==> config.mk <==
export PLATFORM = sky130hd
export DESIGN_NAME = burst_addr_seq
export DESIGN_NICKNAME = d
export VERILOG_FILES = /design/src/rtl/burst_pkg.sv /design/src/rtl/burst_start_reg.sv /design/src/rtl/burst_beat_cnt.sv /design/src/rtl/burst_seq_map.sv /design/src/rtl/burst_addr_seq.sv
export SDC_FILE = /design/constraint.sdc
export NUM_CORES = 1
export LEC_CHECK = 0
export BUFFER_PORTS_ARGS = -buffer_cell sky130_fd_sc_hd__buf_2
export CAP_MARGIN = 20
export CORE_AREA = 2 2 39 41
export CTS_CLUSTER_DIAMETER = 30
export DETAILED_ROUTE_END_ITERATION = 8
export DIE_AREA = 0 0 41 43
export GPL_ROUTABILITY_DRIVEN = 0
export GPL_TIMING_DRIVEN = 0
export SLEW_MARGIN = 30
export SYNTH_ARGS = -nofsm -noshare
export SYNTH_HDL_FRONTEND = slang
export SYNTH_SLANG_ARGS = --single-unit
==> constraint.sdc <==
create_clock -name clk -period 3.1 [get_ports clk]
set_clock_uncertainty 0.15 [all_clocks]
set_input_delay 0.31 -clock clk [delete_from_list [all_inputs] [get_ports clk]]
set_output_delay 0.31 -clock clk [all_outputs]
set_load 0.01 [all_outputs]
==> src/rtl/burst_pkg.sv <==
package burst_pkg;
  // Width of the in-burst offset; a burst has 2**OFS_W beats.
  localparam int unsigned OFS_W = 2;

  typedef enum logic {
    ORDER_LINEAR = 1'b0,
    ORDER_XOR    = 1'b1
  } order_e;
endpackage

==> src/rtl/burst_start_reg.sv <==
module burst_start_reg #(
  parameter int unsigned W = 2
) (
  input  logic         clk,
  input  logic         rst,
  input  logic         load,
  input  logic [W-1:0] load_val,
  output logic [W-1:0] start_q,
  output logic [W-1:0] start_nxt
);
  always_comb begin
    start_nxt = start_q;
    if (rst)       start_nxt = '0;
    else if (load) start_nxt = load_val;
  end

  always_ff @(posedge clk) begin
    start_q <= start_nxt;
  end
endmodule

==> src/rtl/burst_beat_cnt.sv <==
module burst_beat_cnt #(
  parameter int unsigned W = 2
) (
  input  logic         clk,
  input  logic         rst,
  input  logic         load,
  input  logic         step,
  output logic [W-1:0] cnt_q,
  output logic [W-1:0] cnt_nxt
);
  always_comb begin
    cnt_nxt = cnt_q;
    if (rst || load) cnt_nxt = '0;
    else if (step)   cnt_nxt = cnt_q + W'(1);
  end

  always_ff @(posedge clk) begin
    cnt_q <= cnt_nxt;
  end

  // reset and load both restart the beat index
  a_r1_cnt_clear: assert property (@(posedge clk) (rst || load) |=> (cnt_q == '0));
endmodule

==> src/rtl/burst_seq_map.sv <==
module burst_seq_map #(
  parameter int unsigned W = 2
) (
  input  logic         order,
  input  logic [W-1:0] start,
  input  logic [W-1:0] beat,
  output logic [W-1:0] ofs
);
  logic [W-1:0] lin_ofs;
  logic [W-1:0] xor_ofs;

  // Per-bit interleave: each offset bit flips with the matching beat bit.
  for (genvar b = 0; b < int'(W); b++) begin : g_xor
    assign xor_ofs[b] = start[b] ^ beat[b];
  end

  assign lin_ofs = start + beat;
  assign ofs     = order ? xor_ofs : lin_ofs;
endmodule

==> src/rtl/burst_addr_seq.sv <==
module burst_addr_seq
  import burst_pkg::*;
#(
  parameter int unsigned W = OFS_W
) (
  input  logic         clk,
  input  logic         rst,
  input  logic         load_i,
  input  logic [W-1:0] load_ofs_i,
  input  logic         adv_n_i,
  input  logic         ilv_mode_i,
  output logic [W-1:0] ofs_o,
  output logic         last_o
);
  localparam logic [W-1:0] LAST_BEAT = {W{1'b1}};

  logic [W-1:0] start_q, start_nxt;
  logic [W-1:0] cnt_q, cnt_nxt;
  logic [W-1:0] ofs_nxt;
  logic         step;

  // A load overrides the step strobe on the same edge.
  assign step = !adv_n_i && !load_i;

  burst_start_reg #(.W(W)) u_start (
    .clk       (clk),
    .rst       (rst),
    .load      (load_i),
    .load_val  (load_ofs_i),
    .start_q   (start_q),
    .start_nxt (start_nxt)
  );

  burst_beat_cnt #(.W(W)) u_cnt (
    .clk     (clk),
    .rst     (rst),
    .load    (load_i),
    .step    (step),
    .cnt_q   (cnt_q),
    .cnt_nxt (cnt_nxt)
  );

  burst_seq_map #(.W(W)) u_map (
    .order (ilv_mode_i),
    .start (start_nxt),
    .beat  (cnt_nxt),
    .ofs   (ofs_nxt)
  );

  always_ff @(posedge clk) begin
    if (rst) begin
      ofs_o  <= '0;
      last_o <= 1'b0;
    end else begin
      ofs_o  <= ofs_nxt;
      last_o <= (cnt_nxt == LAST_BEAT);
    end
  end

  // reset wins and clears the outputs
  a_r1_reset: assert property (@(posedge clk) rst |=> (ofs_o == '0 && !last_o));

  // load presents the new start offset, not the last beat
  a_r2_load: assert property (@(posedge clk) disable iff (rst)
    load_i |=> (ofs_o == $past(load_ofs_i) && !last_o));

  // linear step adds one
  a_r3_linear_step: assert property (@(posedge clk) disable iff (rst)
    (!load_i && !adv_n_i && !ilv_mode_i && $stable(ilv_mode_i))
      |=> (ofs_o == $past(ofs_o) + W'(1)));

  // interleaved step flips the bits that the beat index flips
  a_r4_xor_step: assert property (@(posedge clk) disable iff (rst)
    (!load_i && !adv_n_i && ilv_mode_i && $stable(ilv_mode_i))
      |=> ((ofs_o ^ $past(ofs_o)) == (cnt_q ^ $past(cnt_q))));

  // a step past the final beat returns to the start offset
  a_r5_wrap: assert property (@(posedge clk) disable iff (rst)
    (!load_i && !adv_n_i && last_o && $stable(ilv_mode_i))
      |=> (ofs_o == start_q && !last_o));

  // strobe high holds the outputs
  a_r6_hold: assert property (@(posedge clk) disable iff (rst)
    (!load_i && adv_n_i && $stable(ilv_mode_i))
      |=> ($stable(ofs_o) && $stable(last_o)));

  // the flag follows the beat index
  a_r7_last: assert property (@(posedge clk) disable iff (rst)
    1'b1 |=> (last_o == (cnt_q == LAST_BEAT)));
endmodule

==> impl_results.md, run 1 <==
- Die width: 41 um
- H-tree depth: 1
- Synthesized instance count: 23
- Outcome: complete, no violations
- Worst-Margin Slew: 421.3 ps
- Worst slew margin: 71.65%
- Synthesis-to-layout area growth: 34.60%
- Highest Clock Rate: 531.6 MHz
- Most common cell in the synthesized netlist: dfxtp_1
- Clk slew on worst S/H paths: 50 ps
- Initial DRT Pass Iterations: 1
- Avg WL per Cell: 8.846 um
- Xor/xnor share of the synthesized area: 6.635%
- # diodes: 0
- Largest net degree at the start of global routing: 7
- Final Setup Violations: 0
- Antenna violations before repair: 0
- Synthesized cell area: 264.0 um2
- Post-synth top flop: dfxtp_1
- Post-synth EDFFs: 0
- Reg2reg path depth: 6
- R2R setup slack: 1220 ps
- Setup crit start: u_cnt.cnt_q[0]
- CP Capture Type: flip-flop
- Unrepaired setup endpoints after global routing: false
- # Post-CTS Setup Buffers: 0
- Antenna viol nets, final: 0
- Final hold violation count: 0
- Final Max Slew Viols: 0
- Synth Register Bits: 7
- Setup crit end: ofs_o[1]
- Post-Route WL: 460 um
- Inserted Clock Buffers: 3
- CTS tree: done
- Setup_tns: 0 ps
- Synth Area in Adders: 4.739%
- Post-synth top area cell: dfxtp_1
- Num ports: 10
- Worst EP required: 3090 ps
- Largest family of logic cells by synthesized area: simple AND/OR/NAND/NOR gates
- Cts hold-fix bufs: 0
- Worst IR Drop VDD: 0.2350 mV
- Sequential fraction of the synthesis area: 53.08%
- Clock Root Buffer: clkbuf_4
- Max_cap viols: 0
- Syn Area/Cell: 11.48 um2
- Core ar.: 1384 um2
- Nets@finish: 45
- Share of the synthesized area in the top cell type: 53.08%
- Top post-synthesis cells by area: dfxtp_1, mux2i_1, nor2b_1
- Clock Sinks: 7
- Synthesized Nets: 31
- PwrDens: 555.9 nW/um2
- Grt total ovfl: 0
- Fin crit period: 1881 ps
- Die Y-Extent: 43 um
- # DRC: 0
- Initial DRC count: 0
- Compound-Gate Fraction of Synth Area: 3.791%
- Crit path kind: reg2reg
- Mux cell area share after synthesis: 11.85%
- Clock tree buffer depth: 2
- Yosys warns: 0
- Total power: 0.1975 mW
- Worst Path Max Fanout: 3
- Initial Utilization: 19.08%
- Period utilization: 60.68%
- Via Count: 194
- Drt via density: 3.731
- Worst setup SP type: flip-flop
- Count of cell types in the netlist: 13
- R2R Path End: ofs_o[1]
- Simple-gate share of the synthesized area: 19.91%
- Fin Hold WS: 152.8 ps
- Leakage: 0.1620 nW
- First-pass GRT wire length: 800 um
- Number of placement rows: 14
- Clk_lat worst skew: 250 ps
- Hold Crit Class: in2reg
- Worst Path Arrival: 1870 ps
- Share of cells above drive strength 1: 38.89%
- Overall global routing resource usage: 8.468%
- Die Footprint: 1763 um2
- CTS resizes: 0
- Ys async rst share: 0%
- Most frequent cells after synthesis: dfxtp_1, nor2b_1, mux2i_1, xnor2_1
- Vias in the first global route: 181
- IO buf count: 9
- Reg-to-Reg Start: u_cnt.cnt_q[0]
cell type report:
type | instances | area [um2]
clock buffer | 4 | 26.28
fill | 159 | 1028
multi-input combinational | 16 | 123.9
sequential | 7 | 140.1
tap | 16 | 20.02
timing repair buffer | 9 | 45.04
layer usage:
layer | vias up | GRT usage (%) | wire (um)
met5 | - | 0 | 0
met3 | 5 | 9.948 | 71
li1 | 102 | - | -
met1 | 77 | 8.469 | 186
met4 | 0 | 10.00 | 27
met2 | 10 | 7.500 | 174
critical path: stages, from the launching register on:
cell and delay [ps]:
dfxtp_1 300, nor2b_1 140, nor4_1 380, ha_1 230, nand2b_1 70, xnor2_1 160, mux2_1 340
power breakdown:
part / switching, mW / total [mW] / internal [mW] / leakage (nW)
clock: 0.0352 / 0.0844 / 0.0492 / 0.0150
combinational: 0.00830 / 0.0180 / 0.00967 / 0.0898
sequential: 0.00105 / 0.0952 / 0.0941 / 0.0573
cell families after synthesis:
logic type,Yosys count
AOI/OAI and AO/OA,1
xor gates and xnor gates,2
adders and majority gates,1
DFF,7
muxes,3
and+or+nand+nor,9
per-stage QoR:
stage / util [%] / cells / setup slack [ps] / area [um2]
global placement: 23.78 / 48 / 1112 / 329.1
finish: 25.68 / 52 / 1219 / 355.3
floorplan: - / 23 / 1372 / 264.0
global route: 25.68 / 52 / 1032 / 355.3
CTS: 25.68 / 52 / 1179 / 355.3
detailed placement: 23.78 / 48 / 1116 / 329.1
worst min path at each step:
stage | from | end | cells after the start
2_1_floorplan | rst | ofs_o[0] | 1
3_3_place_gp | u_cnt.cnt_q[1] | last_o | 1
3_5_place_dp | u_cnt.cnt_q[1] | last_o | 1
4_1_cts | rst | ofs_o[0] | 2
5_1_grt | rst | ofs_o[0] | 2
6_report | rst | ofs_o[0] | 2
state kept, by name, summed over array words and instances (netlist names):
signal,count
ofs_o,2
last_o,1
u_cnt.cnt_q,2
u_start.start_q,2
placed cells by master, fill, tap and decap left out, types with 2 or more instances in the layout:
| master | Yosys | routed |
|---|---|---|
| dfxtp_1 | 7 | 7 |
| clkbuf_4 | 0 | 3 |
| buf_2 | 0 | 9 |
| mux2i_1 | 2 | 2 |
| nor2b_1 | 3 | 3 |
| xnor2_1 | 2 | 2 |
Note: power is estimated with default switching activity, not from simulation.
==> run 2: changes to the inputs <==
ABC_AREA = 1   (was unset)
clock period = 1.57 ns   (was 3.1 ns; I/O delays follow)
==> run 2 against run 1 <==
Net effect:
- core utilization grew 7.1 points
- register-to-register slack worse by 1100 ps
- critical path type unchanged
- largest power group unchanged
- critical path depth is 6 higher
- first-iteration DRC count is 5 higher
- largest cell class is now multi-input gates
==> impl_results.md, run 2 <==
- Sequential Area: 141.4 um2
- Clk slew on worst S/H paths: 50 ps
- Area occupied by multi-input gates: 162.7 um2
- Clk_lat worst skew: 260 ps
- Post-synth top flop: dfxtp_1
- Synthesized instance count: 43
- R2R Path End: ofs_o[1]
- CP max-delay cell: dfxtp_2
- Clock tree buffer depth: 2
- Grt total ovfl: 0
- Count of cell types in the netlist: 12
- Switching part of the total: 24.89%
- Core ar.: 1384 um2
- CTS tree: done
- # diodes: 0
- Via Count: 289
- R2R setup slack: 120 ps
- Synthesized cell area: 324.1 um2
- Max_cap viols: 0
- Syn Area/Cell: 7.536 um2
- Post-route insts no fill: 73
- Post-synth top area cell: dfxtp_1
- Worst slew margin: 88.06%
- Reg-to-Reg Start: u_cnt.cnt_q[0]
- Final Max Slew Viols: 0
- Combinational share of power: 11.7%
- Highest Clock Rate: 689.5 MHz
- Top post-synthesis cells by area: dfxtp_1, inv_1, nand2_1
- Share of the synthesized area in the top cell type: 43.24%
- Die width: 41 um
- Met3 routed WL: 58 um
- Final Setup Violations: 0
- Post-synth EDFFs: 0
- Layout filler cell count: 161
- IO buf count: 9
- CP cell instances: nand2_2 -> inv_2 -> nor2_4 -> ha_2 -> inv_1 -> nor2_2 -> inv_1 -> nand3_2 -> nand2_2 -> nand2_1 -> nand2_1 -> nor2_2
- Dpl cells: 68
- Outcome: complete, no violations
- Die Y-Extent: 43 um
- Share of cells above drive strength 1: 49.12%
- WHS Path Cells: 3
- Drt via density: 3.959
- Highest Signal Layer: met4
- Reg2reg path depth: 12
- CP delay by family, top: simple AND/OR/NAND/NOR gates
- Post-Route WL: 562 um
- Met2 routed WL: 244 um
- Seq pwr share: 46.0%
- Antenna viol nets, final: 0
- Worst setup SP type: flip-flop
- Overall global routing resource usage: 8.761%
- Num ports: 10
- Worst IR Drop VDD: 0.3687 mV
- Most common cell after layout, fill and taps aside: buf_2
- Fin crit period: 1450 ps
- PwrDens: 897.1 nW/um2
- Die Footprint: 1763 um2
- Worst Path Max Fanout: 3
- CP bufs+invs: 3
- Sequential fraction of the synthesis area: 43.24%
- Hold Crit Class: in2reg
- Largest regs: ofs_o (2), u_cnt.cnt_q (2), u_start.start_q (2)
- First-pass GRT wire length: 945 um
- Ys async rst share: 0%
- Vias in the first global route: 267
- Largest net degree at the start of global routing: 6
- DP Wirelength: 428.2 um
- # Post-CTS Setup Buffers: 0
- Most frequent cells in the layout: buf_2, inv_1, nand2_1
- Final hold violation count: 0
- Synthesis-to-layout area growth: 39.77%
- Yosys warns: 0
- Synthesized Nets: 51
- Most frequent cells after synthesis: inv_1, nand2_1, dfxtp_1, nor2_1, nand2_2
- Worst-Margin Slew: 178.4 ps
- Initial Utilization: 23.42%
- Clock Root Buffer: clkbuf_4
- Antenna violations before repair: 0
- Synth Register Bits: 7
- Leakage: 0.2204 nW
- # DRC: 0
- Hold Path End: u_start.start_q[0]
- Worst EP required: 1620 ps
- Number of placement rows: 14
- Wl on met1: 226 um
- Initial DRT Pass Iterations: 2
- Inserted Clock Buffers: 3
- Avg WL per Cell: 7.699 um
- Power share of the clock group: 42.3%
- Crit path kind: reg2reg
- Fin Hold WS: 38.44 ps
- Net Sw Power: 0.1011 mW
- Min-delay src: load_ofs_i[0]
- Internal cell power: 0.3052 mW
- Period utilization: 92.38%
- Initial DRC count: 5
- Worst Path Arrival: 1500 ps
- Clock Sinks: 7
- Max incr delay on CP: 330 ps
- CP Capture Type: flip-flop
- Nets@finish: 66
- H-tree depth: 1
- Final Core Density: 32.73%
## run 2: cell count changes after synthesis, sizes merged
cell,change
bufinv,+1
mux2,-1
inv,+8
o21ai,+2
nand2,+11
nor2b,-3
xnor2,-2
nor2,+8
nand3,+2
and2,-1
mux2i,-2
nor4,-1
o21ba,-1
nand2b,-1
## run 2: per-stage QoR
stage,setup TNS (ps),total power [mW],setup slack (ps),area [um2]
2_1_floorplan,0,0.2163,141.7,324.1
3_3_place_gp,-69.06,0.2311,-69.06,389.1
3_5_place_dp,-100.0,0.2317,-100.0,389.1
4_1_cts,0,0.4065,7.571,426.7
5_1_grt,-6.552,0.4292,-6.552,452.9
6_report,0,0.4063,119.6,452.9
## run 2: cell type report
cell class / instances / share of cell area, %
Multi-Input combinational cell: 27 / 35.91
Tap cell: 16 / 4.420
Sequential cell: 7 / 31.22
Inverter: 9 / 10.50
Clock buffer: 4 / 5.801
Timing Repair Buffer: 10 / 12.15
## run 2: routing by layer
metal  up-vias  global-route usage (%)
met1       118                   8.766
met2        11                   11.25
met5         -                       0
met4         0                   10.00
met3         5                   4.712
li1        155                       -
## run 2: power groups by stage
stage	combinational, mW	clock, mW	sequential [mW]
final	0.0474	0.172	0.187
after global routing	0.0543	0.187	0.187
after CTS	0.0433	0.176	0.187
after detailed placement	0.0412	0	0.191
after global placement	0.0406	0	0.190
after floorplan	0.0244	0	0.192
## run 2: logic make-up after synthesis
group / count (synthesis) / synth area share [%]
AOI/OAI and AO/OA: 2 / 3.089
buffers and inverters: 9 / 14.67
and+or+nand+nor: 24 / 35.14
DFF: 7 / 43.24
adders and majority gates: 1 / 3.860
## run 2: repair_timing
action | CTS | global route
gates resized for setup | 1 | 11
pin swaps | 1 | 10
hold buffers | 1 | 0
endpoints found under the setup margin | 1 | 1
endpoints found under the hold margin | 1 | 0
## run 2: worst register-to-register path, cell delays in order (launching register included)
cell     delay (ps)
dfxtp_2         330
nand2_2          80
inv_2            50
nor2_4          100
ha_2            170
inv_1            40
nor2_2          110
inv_1            60
nand3_2          60
nand2_2          50
nand2_1          50
nand2_1          50
nor2_2           90
## run 2: worst max path at each step
stage / startpoint / end / cells after the start
floorplan: u_cnt.cnt_q[0] / ofs_o[1] / 10
global placement: load_i / ofs_o[1] / 12
detailed placement: load_i / ofs_o[1] / 12
CTS: u_cnt.cnt_q[0] / ofs_o[1] / 10
global route: u_start.start_q[0] / ofs_o[1] / 11
finish: u_cnt.cnt_q[0] / ofs_o[1] / 12
==> run 3: changes to the inputs <==
ABC_AREA = unset   (was 1)
CTS_BUF_LIST = sky130_fd_sc_hd__clkbuf_2 sky130_fd_sc_hd__clkbuf_4 sky130_fd_sc_hd__clkbuf_8   (was unset)
RECOVER_POWER = 50   (was unset)
==> run 3 against run 2 <==
Net effect:
- the run now ends with setup timing left
- setup slack worse by 240 ps
- clock power up 5%
- first-iteration DRC count shrank 20%
- total power up 1.4%
- register-to-register slack got worse by 240 ps
- sequential cell count unchanged
- core utilization is 4.8 points lower
- cell area fell by 15%
- critical path depth fell by 6
- combinational power decreased by 11%
- cell count decreased by 29%
==> impl_results.md, run 3 (synthesized netlist as in run 1, its figures left out) <==
- Outcome: finished with violations
- Failing checks: setup timing
- Highest Clock Rate: 591.7 MHz
- Final Setup Violations: 1
- Worst EP required: 1560 ps
- Clock Root Buffer: clkbuf_4
- CP delay by family, top: simple AND/OR/NAND/NOR gates
- IO buf count: 9
- Fin crit period: 1690 ps
- Crit path kind: reg2reg
- Most common cell after layout, fill and taps aside: buf_2
- Final Core Density: 27.94%
- CP cell instances: nor2b_2 -> nor4_4 -> ha_2 -> nand2b_1 -> xnor2_1 -> mux2_1
- Num ports: 10
- Core ar.: 1384 um2
- Total power: 0.4121 mW
- Die width: 41 um
- Worst slew margin: 82.64%
- Layout filler cell count: 151
- CP max-delay cell: mux2_1
- Initial DRT Pass Iterations: 2
- CP Capture Type: flip-flop
- Share of cells above drive strength 1: 52.78%
- H-tree depth: 1
- Worst setup SP type: flip-flop
- PwrDens: 1066 nW/um2
- Leakage: 0.1629 nW
- Overall global routing resource usage: 8.551%
- Synthesis-to-layout area growth: 46.45%
- Largest net degree at the start of global routing: 7
- Largest regs: ofs_o (2), u_cnt.cnt_q (2), u_start.start_q (2)
- Inserted Clock Buffers: 3
- Die Footprint: 1763 um2
- Worst IR Drop VDD: 0.5496 mV
- Final Max Slew Viols: 0
- Clock Sinks: 7
- Antenna violations before repair: 0
- Worst Path Arrival: 1680 ps
- Period utilization: 107.7%
- Area occupied by multi-input gates: 151.4 um2
- Worst-Margin Slew: 258.4 ps
- Max_cap viols: 0
- Avg WL per Cell: 8.769 um
- CTS tree: done
- Sequential Area: 141.4 um2
- Clk_lat worst skew: 250 ps
- Via Count: 203
- Clk slew on worst S/H paths: 50 ps
- Most frequent cells in the layout: buf_2, dfxtp_1, clkbuf_4
- Final hold violation count: 0
- # Post-CTS Setup Buffers: 0
- Post-Route WL: 456 um
- Grt total ovfl: 0
- Vias in the first global route: 239
- Max incr delay on CP: 340 ps
- Drt via density: 3.904
- Worst Path Max Fanout: 3
- Clock tree buffer depth: 2
- Initial Utilization: 19.08%
- Antenna viol nets, final: 0
- Number of placement rows: 14
- Final Worst Setup Slack: -120.1 ps
- Die Y-Extent: 43 um
- Unrepaired setup endpoints after global routing: true
- Nets@finish: 45
- Hold Crit Class: in2reg
- Initial DRC count: 4
- # diodes: 0
- # DRC: 0
- CP bufs+invs: 0
- First-pass GRT wire length: 924 um
run 3: final cells by class:
type | instances | area share, %
multi-input combinational | 16 | 39.16
tap | 16 | 5.178
sequential | 7 | 36.57
clock buffer | 4 | 7.767
timing repair buffer | 9 | 11.33
run 3: where the power goes:
part | internal [mW] | total [mW] | switching (mW)
Clock | 0.114 | 0.181 | 0.0672
Sequential | 0.186 | 0.189 | 0.00242
Combinational | 0.0219 | 0.0421 | 0.0202
Total | 0.322 | 0.412 | 0.0898
run 3: through the flow:
stage,hold WS (ps),instance area (um2),cells,setup TNS [ps],worst slack [ps]
6_report,31.91,386.6,52,-120.1,-120.1
3_5_place_dp,276.2,335.3,48,-238.8,-238.8
2_1_floorplan,78.61,270.3,23,-90.16,-90.16
5_1_grt,21.88,386.6,52,-195.0,-195.0
3_3_place_gp,278.7,335.3,48,-237.8,-237.8
4_1_cts,26.45,387.9,52,-127.7,-127.7
run 3: path summary, 6_finish.rpt:
path | cells past startpoint | end | startpoint | slack (ps)
setup / recovery | 6 | ofs_o[1] | u_cnt.cnt_q[0] | -120
hold / removal | 2 | ofs_o[0] | rst | 30
setup reg to reg | 6 | ofs_o[1] | u_cnt.cnt_q[0] | -120
hold reg to reg | 1 | last_o | u_cnt.cnt_q[1] | 330
run 3: metal layers:
metal | track usage (%) | vias up | share of wire, % | wire length, um
li1 | - | 105 | - | -
met5 | 0 | - | 0 | 0
met4 | 2.000 | 0 | 0 | 0
met3 | 9.424 | 0 | 12 | 54
met2 | 10.31 | 10 | 43 | 197
met1 | 10.03 | 88 | 45 | 203
run 3: repair_timing:
item	in CTS	in global routing
gates resized for setup	6	0
hold buffers	0	0
pin swaps	3	0
setup endpoints to repair	1	1
hold endpoints to repair	0	0
